===== config.mk =====
export PLATFORM = sky130hd
export DESIGN_NAME = sprite_frac_pos
export DESIGN_NICKNAME = d
export VERILOG_FILES = /design/src/rtl/sprite_frac_pos.sv
export SDC_FILE = /design/constraint.sdc
export NUM_CORES = 1
export LEC_CHECK = 0
export BUFFER_PORTS_ARGS = -buffer_cell sky130_fd_sc_hd__buf_2
export CORE_MARGIN = 10
export CORE_UTILIZATION = 24
export CTS_CLUSTER_DIAMETER = 120
export DETAILED_ROUTE_END_ITERATION = 10
export SETUP_SLACK_MARGIN = 0.02
export SLEW_MARGIN = 5
export SYNTH_ARGS = -nofsm -noshare
export SYNTH_HDL_FRONTEND = slang
export SYNTH_SLANG_ARGS = --single-unit

===== constraint.sdc =====
create_clock -name clk -period 3.72 [get_ports clk]
set_input_delay 0.372 -clock clk [delete_from_list [all_inputs] [get_ports clk]]
set_output_delay 0.372 -clock clk [all_outputs]
set_load 0.005 [all_outputs]

===== src/rtl/sprite_frac_pos.sv =====
module sprite_frac_pos #(
  parameter int W_INT  = 8,
  parameter int W_FRAC = 8
) (
  input  logic              clk,
  input  logic              rst,
  input  logic              load,
  input  logic [W_INT-1:0]  pos_int_in,
  input  logic [W_FRAC-1:0] pos_frac_in,
  input  logic [W_FRAC-1:0] vel_in,
  input  logic              frame_tick,
  output logic [W_INT-1:0]  pos_int,
  output logic [W_FRAC-1:0] pos_frac,
  output logic              on_grid,
  output logic              step_pulse,
  output logic              step_dir
);
  localparam int MSB = W_FRAC - 1;

  logic [W_FRAC-1:0] vel_q;
  logic [W_FRAC-1:0] sum;
  logic              ovf;
  logic              upd;

  assign upd     = frame_tick && !load;
  assign sum     = pos_frac + vel_q;
  assign ovf     = (pos_frac[MSB] == vel_q[MSB]) && (sum[MSB] != pos_frac[MSB]);
  assign on_grid = (pos_frac == '0);

  always_ff @(posedge clk) begin
    if (rst) begin
      pos_int    <= '0;
      pos_frac   <= '0;
      vel_q      <= '0;
      step_pulse <= 1'b0;
      step_dir   <= 1'b0;
    end else if (load) begin
      pos_int    <= pos_int_in;
      pos_frac   <= pos_frac_in;
      vel_q      <= vel_in;
      step_pulse <= 1'b0;
    end else if (upd) begin
      pos_frac   <= sum;
      step_pulse <= ovf;
      if (ovf) begin
        step_dir <= sum[MSB];
        pos_int  <= sum[MSB] ? pos_int + 1'b1 : pos_int - 1'b1;
      end
    end else begin
      step_pulse <= 1'b0;
    end
  end

  a_r3_frac_sum: assert property (@(posedge clk) disable iff (rst)
    upd |=> pos_frac == W_FRAC'($past(pos_frac) + $past(vel_q)));

  a_r4_step_up: assert property (@(posedge clk) disable iff (rst)
    (step_pulse && step_dir) |-> pos_int == W_INT'($past(pos_int) + 1'b1));

  a_r5_step_down: assert property (@(posedge clk) disable iff (rst)
    (step_pulse && !step_dir) |-> pos_int == W_INT'($past(pos_int) - 1'b1));

  a_r6_no_overflow: assert property (@(posedge clk) disable iff (rst)
    (upd && pos_frac[MSB] != vel_q[MSB]) |=> ($stable(pos_int) && !step_pulse));

  a_r9_load_wins: assert property (@(posedge clk) disable iff (rst)
    load |=> (pos_int == $past(pos_int_in) && pos_frac == $past(pos_frac_in) && !step_pulse));

  a_r10_idle_quiet: assert property (@(posedge clk) disable iff (rst)
    (!load && !frame_tick) |=> ($stable(pos_int) && $stable(pos_frac) && !step_pulse));
endmodule


==> results of run 1 <==
==> logic make-up after synthesis <==
logic type,after synthesis
and+or+nand+nor,81
AOI/OAI and AO/OA,60
DFF,26
xor gates and xnor gates,8
buffers and inverters,16
muxes,13
adders and majority gates,9
==> worst max-delay path, stage by stage, from the launching register on <==
cell      delay (ps)
dfxtp_1          420
ha_1             280
a211oi_2         370
o211ai_4         190
nand2_4          240
xor2_1           200
xnor2_1           90
ha_1             230
or4_1            480
or3_1            340
a31oi_1          180
a32oi_1          110
==> layout by cell type (no fill, tap or decap), drive strengths merged, types with 2 or more instances in the layout <==
master | Yosys | layout
buf | 6 | 47
nor2 | 30 | 30
dfxtp | 26 | 26
a21oi | 17 | 17
nand2 | 14 | 14
mux2i | 13 | 13
nor3 | 11 | 11
a211oi | 10 | 10
ha | 8 | 8
a31oi | 6 | 6
o21ai | 6 | 6
xnor2 | 5 | 5
and3 | 5 | 5
nand3 | 5 | 5
nor3b | 5 | 5
inv | 4 | 4
clkbuf | 5 | 4
xor2 | 3 | 3
or4 | 3 | 3
a32oi | 3 | 3
a21o | 3 | 3
a41oi | 3 | 3
or3 | 2 | 2
nand2b | 2 | 2
a21boi | 2 | 2
nor4b | 2 | 2
o211ai | 2 | 2
a2111oi | 2 | 2
==> metrics by stage <==
stage,instances,cell area (sq um)
floorplan,213,1790
global placement,348,2090
detailed placement,348,2090
CTS,352,2150
global route,352,2150
finish,352,2150
==> state kept, by name, indices dropped and copies added (netlist names) <==
signal and flops:
vel_q 8, step_dir 1, pos_frac 8, step_pulse 1, pos_int 8
==> final timing paths <==
kind | end | slack (ps) | cells after the start
worst min register to register | step_dir | 490 | 2
worst max register to register | pos_int[6] | 470 | 11
worst max-delay path | pos_int[6] | 470 | 11
worst min-delay path | vel_q[0] | 330 | 3
==> per-layer routing <==
layer | vias up | routed length [microns] | GRT usage
li1 | 874 | - | -
met1 | 791 | 2360 | 0.109
met2 | 59 | 2260 | 0.147
met3 | 4 | 350 | 0.0296
met4 | 0 | 35 | 0.0135
met5 | - | 0 | 0
==> layout make-up <==
| cell class | instances | area (sq um) | area share |
|---|---|---|---|
| flip-flops and latches | 26 | 520 | 0.242 |
| inverters | 5 | 18.8 | 0.00873 |
| repair buffers | 47 | 238 | 0.111 |
| well taps | 99 | 124 | 0.0576 |
| multi-input cells | 171 | 1190 | 0.555 |
| clock buffers | 4 | 55.1 | 0.0256 |
==> power by group through the flow <==
stage                     sequential (mW)  combinational (mW)  clock, mW
final                               0.380               0.245      0.191
after global routing                0.389               0.280      0.206
after CTS                           0.378               0.248      0.199
after detailed placement            0.384               0.247          0
after global placement              0.381               0.244          0
after floorplan                     0.370               0.165          0
==> results.sh, run 1 <==
export IMPL_status="finished clean"
export IMPL_regToRegStartpoint="pos_frac[1]"
export IMPL_synthesis_area_sq_um=1790
export IMPL_worst_slew_pin_slew_ps=611
export IMPL_gp_congestion=0.768
export IMPL_synth_top_family_by_area="compound AO/OA/AOI/OAI gates"
export IMPL_gr_total_overflow=0
export IMPL_viasPerCell=4.91
export IMPL_start_util=0.246
export IMPL_total_power_mw=0.815
export IMPL_yosysSeqAreaShare=0.292
export IMPL_fp_dieW_microns=106
export IMPL_drc=0
export IMPL_setup_viol_count_final=0
export IMPL_synth_compound_area_share=0.259
export IMPL_root_buffer="clkbuf_8"
export IMPL_swShare=0.349
export IMPL_yosysWarnings=0
export IMPL_yosysTopAreaCellShare=0.292
export IMPL_fp_row_count=31
export IMPL_drt_iter0_markers=63
export IMPL_tns_ps=0
export IMPL_syn_avg_cell_area_sq_um=8.38
export IMPL_synth_simple_area_share=0.231
export IMPL_first_global_vias=1767
export IMPL_grt_pass1_wl_microns=8480
export IMPL_crit_fanout=24
export IMPL_drtAntennaViolNets=0
export IMPL_critPathRequiredTime_ps=3880
export IMPL_synth_seq_cells=26
export IMPL_fill_cells=787
export IMPL_hpwl_microns=3900
export IMPL_maxSlewViolCount=0
export IMPL_synth_fa_ha_area_frac=0.0673
export IMPL_setup_worst_path_class="register to register"
export IMPL_timing_hold_ws_ps=326
export IMPL_rsz0062_at_grt="no"
export IMPL_p_seq_frac=0.466
export IMPL_grt_max_degree=26
export IMPL_post_place_ws_ps=488
export IMPL_core_sq_um=7250
export IMPL_cellLeakagePower_nw=0.936
export IMPL_timing_fmax_mhz=308
export IMPL_fin_util=0.296
export IMPL_diodes=0
export IMPL_drt_wirelength_per_cell_microns=14.2
export IMPL_yosys_area_top_type="dfxtp_1"
export IMPL_ys_top_cells_by_count="nor2_1 (30), dfxtp_1 (26), a21oi_1 (16)"
export IMPL_syn_to_final_growth_pct=20.4
export IMPL_synth_edf_count=0
export IMPL_clkPwrFrac=0.234
export IMPL_ys_top_cells_by_area="dfxtp_1 (29%), mux2i_1 (7.3%), nor2_1 (6.3%)"
export IMPL_hold_path_class="primary input to register"
export IMPL_die_h_microns=106
export IMPL_antenna_found_initial=0
export IMPL_start_kind="register"
export IMPL_max_cap_violations=0
export IMPL_ctsHoldBuffers=0
export IMPL_clock_path_buffers=2
export IMPL_cts_made_buffers=3
export IMPL_crit_arrival_ps=3410
export IMPL_synth_mux_area_frac=0.0729
export IMPL_drive_gt1_frac=0.245
export IMPL_cts_resized=0
export IMPL_synth_cells=213
export IMPL_io_pins=47
export IMPL_finClkSkew_ps=2.87
export IMPL_startpoint="pos_frac[1]"
export IMPL_p_int_mw=0.531
export IMPL_synth_most_common_cell="nor2_1"
export IMPL_peakVddDrop_mv=0.152
export IMPL_yosys_cell_types_count=50
export IMPL_postSynthNetCount=250
export IMPL_fin_ws_ps=468
export IMPL_worstHoldStart="vel_in[0]"
export IMPL_power_frac_comb=0.300
export IMPL_async_reset_ff_frac=0
export IMPL_hold_violations=0
export IMPL_ys_flop_type="dfxtp_1"
export IMPL_end_kind="register"
export IMPL_htree_levels=1
export IMPL_nets=291
export IMPL_die_area_sq_um=11300
export IMPL_p_per_area_nw_per_um2=379
export IMPL_grt_usage=0.0880
export IMPL_period_share=0.874
export IMPL_synth_xor_area_share=0.0392
export IMPL_cts_tree="built"
export IMPL_clock_sinks=26
export IMPL_clk_latency_ps=270
export IMPL_p_switching_mw=0.284
export IMPL_relSlewSlack=0.591
export IMPL_clkTransAtPathRegs_ps=100
export IMPL_portBuffers=46
export IMPL_routed_wl_microns=5010
export IMPL_postCtsSetupBuffers=0
export IMPL_first_pass_iters=4
export IMPL_vias=1728
export IMPL_min_period_ps=3250
No activity file was read; power rests on OpenSTA's default activity.
==> run 2: changes to the inputs <==
Settings changed: CAP_MARGIN set to 20, CTS_BUF_LIST set to sky130_fd_sc_hd__clkbuf_8 sky130_fd_sc_hd__clkbuf_16, GPL_TIMING_DRIVEN set to 0.
==> run 2 against run 1 <==
Non-clock buffer count rose by 8; maximum frequency decreased by 4.1%; flip-flop and latch count did not move; sequential power shrank 1%; critical path type unchanged; first-iteration DRC count fell by 9.5%; clock skew up 7.8 ps; via count grew 1.2%; critical path depth grew 1; combinational power increased by 2%; die area did not move.
==> results.sh, run 2 (synthesis gave the netlist of run 1 again) <==
export IMPL_hold_path_class="primary input to register"
export IMPL_worst_path_buf_inv=1
export IMPL_grt_usage=0.0923
export IMPL_critPathRequiredTime_ps=3880
export IMPL_timing_fmax_mhz=295
export IMPL_root_buffer="clkbuf_8"
export IMPL_cts_made_buffers=3
export IMPL_die_h_microns=106
export IMPL_viasPerCell=4.86
export IMPL_layout_commonest_cell="buf_2"
export IMPL_io_pins=47
export IMPL_relSlewSlack=0.546
export IMPL_power_frac_comb=0.287
export IMPL_drt_wirelength_per_cell_microns=14.5
export IMPL_crit_arrival_ps=3550
export IMPL_setup_worst_path_class="register to register"
export IMPL_first_global_vias=1752
export IMPL_cts_tree="built"
export IMPL_clock_sinks=26
export IMPL_drc=0
export IMPL_portBuffers=44
export IMPL_p_int_mw=0.582
export IMPL_p_per_area_nw_per_um2=393
export IMPL_antenna_found_initial=0
export IMPL_timing_hold_ws_ps=314
export IMPL_cpMaxStageDelayCell="or4_1"
export IMPL_max_cap_violations=0
export IMPL_first_pass_iters=4
export IMPL_diodes=0
export IMPL_finClkSkew_ps=10.7
export IMPL_routed_wl_microns=5220
export IMPL_htree_levels=1
export IMPL_nets=299
export IMPL_clk_latency_ps=280
export IMPL_cellLeakagePower_nw=0.959
export IMPL_peakVddDrop_mv=0.133
export IMPL_start_util=0.246
export IMPL_drive_gt1_frac=0.241
export IMPL_tns_ps=0
export IMPL_regToRegStartpoint="pos_frac[1]"
export IMPL_clkTransAtPathRegs_ps=100
export IMPL_path_delay_family="simple AND/OR/NAND/NOR gates"
export IMPL_core_sq_um=7250
export IMPL_gr_total_overflow=0
export IMPL_maxSlewViolCount=0
export IMPL_status="finished clean"
export IMPL_start_kind="register"
export IMPL_syn_to_final_growth_pct=23.7
export IMPL_ctsHoldBuffers=0
export IMPL_crit_fanout=10
export IMPL_startpoint="pos_frac[1]"
export IMPL_grt_pass1_wl_microns=8740
export IMPL_final_cell_mix="buf_2 (47), nor2_1 (30), dfxtp_1 (26)"
export IMPL_end_kind="register"
export IMPL_gp_congestion=0.842
export IMPL_rsz0062_at_grt="no"
export IMPL_crit_path_frequent_cell="ha_1"
export IMPL_swShare=0.330
export IMPL_worst_slew_pin_slew_ps=681
export IMPL_die_area_sq_um=11300
export IMPL_setup_viol_count_final=0
export IMPL_period_share=0.911
export IMPL_worstHoldStart="pos_frac_in[1]"
export IMPL_drt_iter0_markers=57
export IMPL_min_period_ps=3390
export IMPL_max_stage_delay_ps=480
export IMPL_hold_violations=0
export IMPL_drtAntennaViolNets=0
export IMPL_clkPwrFrac=0.280
export IMPL_grt_max_degree=16
export IMPL_fp_row_count=31
export IMPL_vias=1748
export IMPL_top_regs="pos_frac x8, pos_int x8, vel_q x8"
export IMPL_p_seq_frac=0.433
export IMPL_cp_cell_sequence="ha_1 -> a211oi_4 -> o211ai_4 -> nand2_4 -> buf_2 -> xor2_1 -> xnor2_1 -> ha_1 -> or4_1 -> or3_1 -> a31oi_1 -> a32oi_1"
export IMPL_clock_path_buffers=2
export IMPL_hpwl_microns=4020
export IMPL_p_switching_mw=0.286
export IMPL_fp_dieW_microns=106
-- run 2: path summary, 6_finish.rpt --
path / depth (start not counted) / endpoint / slack (ps)
worst max-delay path: 12 / pos_int[6] / 330
worst min-delay path: 3 / pos_frac[1] / 310
worst max register to register: 12 / pos_int[6] / 330
worst min register to register: 2 / step_dir / 490
-- run 2: per-stage QoR --
| stage | std cells | utilization | worst slack (ps) | power (mW) | cell area (sq um) |
|---|---|---|---|---|---|
| floorplan | 213 | - | 607 | 0.535 | 1790 |
| global placement | 356 | 0.294 | 379 | 0.626 | 2130 |
| detailed placement | 356 | 0.294 | 322 | 0.632 | 2130 |
| CTS | 360 | 0.303 | 290 | 0.879 | 2200 |
| global route | 360 | 0.304 | 60.2 | 0.927 | 2210 |
| finish | 360 | 0.304 | 329 | 0.868 | 2210 |
-- run 2: layout make-up --
cell class	count	area [sq um]
fillers	801	5040
repair buffers	44	220
inverters	5	18.8
multi-input cells	171	1200
flip-flops and latches	26	520
plain buffers	11	52.6
clock buffers	3	41.3
clock inverters	1	30.0
well taps	99	124
-- run 2: worst reg2reg max path, stage by stage (launching register included) --
cell and delay [ps]:
dfxtp_1 430, ha_1 300, a211oi_4 330, o211ai_4 180, nand2_4 140, buf_2 220
xor2_1 190, xnor2_1 100, ha_1 240, or4_1 480, or3_1 340, a31oi_1 190
a32oi_1 110
-- run 2: power groups by stage --
stage	logic, mW	clock network [mW]	registers [mW]
detailed placement	0.250	0	0.382
finish	0.249	0.243	0.376
CTS	0.251	0.252	0.375
global placement	0.248	0	0.378
floorplan	0.165	0	0.370
global route	0.285	0.259	0.384
-- run 2: per-layer routing --
layer / vias up / track usage / wire (microns)
met5: - / 0 / 0
li1: 894 / - / -
met1: 802 / 0.117 / 2440
met4: 0 / 0.0116 / 24
met3: 4 / 0.0290 / 334
met2: 48 / 0.153 / 2430
-- run 2: repair_timing --
| action | 4_1_cts | 5_1_grt |
|---|---|---|
| gates resized for setup | 0 | 1 |
| endpoints found under the hold margin | 0 | 0 |
| setup buffers | 0 | 0 |
| endpoints found under the setup margin | 0 | 1 |
==> run 3: changes to the inputs <==
Settings changed: MAX_ROUTING_LAYER set to met4.
==> run 3 against run 2 <==
Total power fell by 0.30%; global-route usage up 0.25 points; critical path depth is the same; register-to-register slack got worse by 30 ps; largest cell class unchanged; largest power group unchanged.
==> results.sh, run 3 (synthesis gave the netlist of run 1 again) <==
export IMPL_nets=299
export IMPL_busiest_layer="met2"
export IMPL_drc=0
export IMPL_use_met1=0.119
export IMPL_first_global_vias=1761
export IMPL_gr_total_overflow=0
export IMPL_portBuffers=44
export IMPL_antenna_found_initial=0
export IMPL_htree_levels=1
export IMPL_regToRegStartpoint="pos_frac[1]"
export IMPL_first_pass_iters=4
export IMPL_diodes=0
export IMPL_final_area_sq_um=2200
export IMPL_worstHoldStart="pos_frac_in[1]"
export IMPL_worstHoldPathCells=3
export IMPL_maxSlewViolCount=0
export IMPL_peakVddDrop_mv=0.133
export IMPL_crit_path_frequent_cell="ha_1"
export IMPL_gp_congestion=0.855
export IMPL_viasPerCell=4.90
export IMPL_setup_worst_path_class="register to register"
export IMPL_end_kind="register"
export IMPL_ctsHoldBuffers=0
export IMPL_start_util=0.246
export IMPL_status="finished clean"
export IMPL_top_regs="pos_frac x8, pos_int x8, vel_q x8"
export IMPL_vias=1764
export IMPL_rrSetupSlack_ps=300
export IMPL_fp_row_count=31
export IMPL_clock_path_buffers=2
export IMPL_final_cell_mix="buf_2 (47), nor2_1 (30), dfxtp_1 (26)"
export IMPL_timing_fmax_mhz=292
export IMPL_cts_made_buffers=3
export IMPL_root_buffer="clkbuf_8"
export IMPL_hold_violations=0
export IMPL_clock_sinks=26
export IMPL_critPathRequiredTime_ps=3870
export IMPL_worst_slew_pin_slew_ps=681
export IMPL_die_area_sq_um=11300
export IMPL_fin_util=0.303
export IMPL_min_to="pos_frac[1]"
export IMPL_grt_pass1_wl_microns=8710
export IMPL_p_per_area_nw_per_um2=393
export IMPL_crit_fanout=10
export IMPL_tns_ps=0
export IMPL_clk_latency_ps=280
export IMPL_postCtsSetupBuffers=0
export IMPL_cpMaxStageDelayCell="or4_1"
export IMPL_io_pins=47
export IMPL_layout_commonest_cell="buf_2"
export IMPL_cellLeakagePower_nw=0.956
export IMPL_grt_use_met3=0.0236
export IMPL_syn_to_final_growth_pct=23.3
export IMPL_drtAntennaViolNets=0
export IMPL_relSlewSlack=0.546
export IMPL_drt_wirelength_per_cell_microns=14.5
export IMPL_gr_usage_met2=0.154
export IMPL_drive_gt1_frac=0.241
export IMPL_period_share=0.921
export IMPL_fp_dieW_microns=106
export IMPL_core_sq_um=7250
export IMPL_rsz0062_at_grt="no"
export IMPL_placed_area_sq_um=2130
export IMPL_finClkSkew_ps=13.1
export IMPL_die_h_microns=106
export IMPL_cts_resized=0
export IMPL_max_stage_delay_ps=480
export IMPL_grt_max_degree=16
export IMPL_min_period_ps=3420
export IMPL_start_kind="register"
export IMPL_clkTransAtPathRegs_ps=100
export IMPL_routed_wl_microns=5210
export IMPL_max_cap_violations=0
export IMPL_hold_path_class="primary input to register"
export IMPL_cp_cell_sequence="ha_1 -> a211oi_2 -> o211ai_4 -> nand2_4 -> buf_2 -> xor2_1 -> xnor2_1 -> ha_1 -> or4_1 -> or3_1 -> a31oi_1 -> a32oi_1"
export IMPL_grt_usage=0.0948
export IMPL_reg2reg_depth=12
export IMPL_drt_iter0_markers=71
export IMPL_hpwl_microns=4020
export IMPL_crit_arrival_ps=3580
export IMPL_rr_endpoint="pos_int[6]"
export IMPL_setup_viol_count_final=0
export IMPL_cts_tree="built"
run 3: cell counts in the layout (fill, tap and decap cells not counted):
No cell type changed its count.
run 3: report_power, final:
part	switching (mW)	internal (mW)
clock	0.0977	0.144
combinational	0.129	0.119
sequential	0.0577	0.318
run 3: per-layer routing:
metal	up-vias	routed length (microns)
met5	-	0
met4	0	34
met3	6	326
met2	59	2410
met1	807	2430
li1	892	-
run 3: how the worst max path moves through the flow:
stage / end / from / slack (ps) / cells past startpoint
floorplan: pos_int[6] / pos_frac[1] / 610 / 12
global placement: pos_int[6] / pos_frac[1] / 380 / 12
detailed placement: pos_int[6] / pos_frac[1] / 320 / 12
CTS: pos_int[6] / pos_frac[1] / 290 / 12
global route: pos_int[6] / pos_frac[1] / 20 / 12
finish: pos_int[6] / pos_frac[1] / 300 / 12
run 3: layout make-up:
class,instances,area (sq um)
fillers,802,5050
well taps,99,124
clock buffers,3,41.3
inverters,5,18.8
repair buffers,44,220
clock inverters,1,30.0
plain buffers,11,52.6
flip-flops and latches,26,520
multi-input cells,171,1190
run 3: worst max-delay path: cells and delay by family (launching register included):
family | cells | cell delay (ps)
AND/OR/NAND/NOR | 3 | 960
AO/OA/AOI/OAI | 4 | 860
XOR/XNOR | 2 | 290
adder cells (fa/ha/maj) | 2 | 520
flip-flops | 1 | 430
buffers and inverters | 1 | 220
run 3: per-stage QoR:
stage / worst slack (ps) / cells / power [mW] / hold WS [ps]
floorplan: 607 / 213 / 0.535 / 465
global route: 22.2 / 360 / 0.925 / 325
CTS: 290 / 360 / 0.879 / 310
finish: 295 / 360 / 0.866 / 311
global placement: 379 / 356 / 0.626 / 472
detailed placement: 322 / 356 / 0.632 / 476
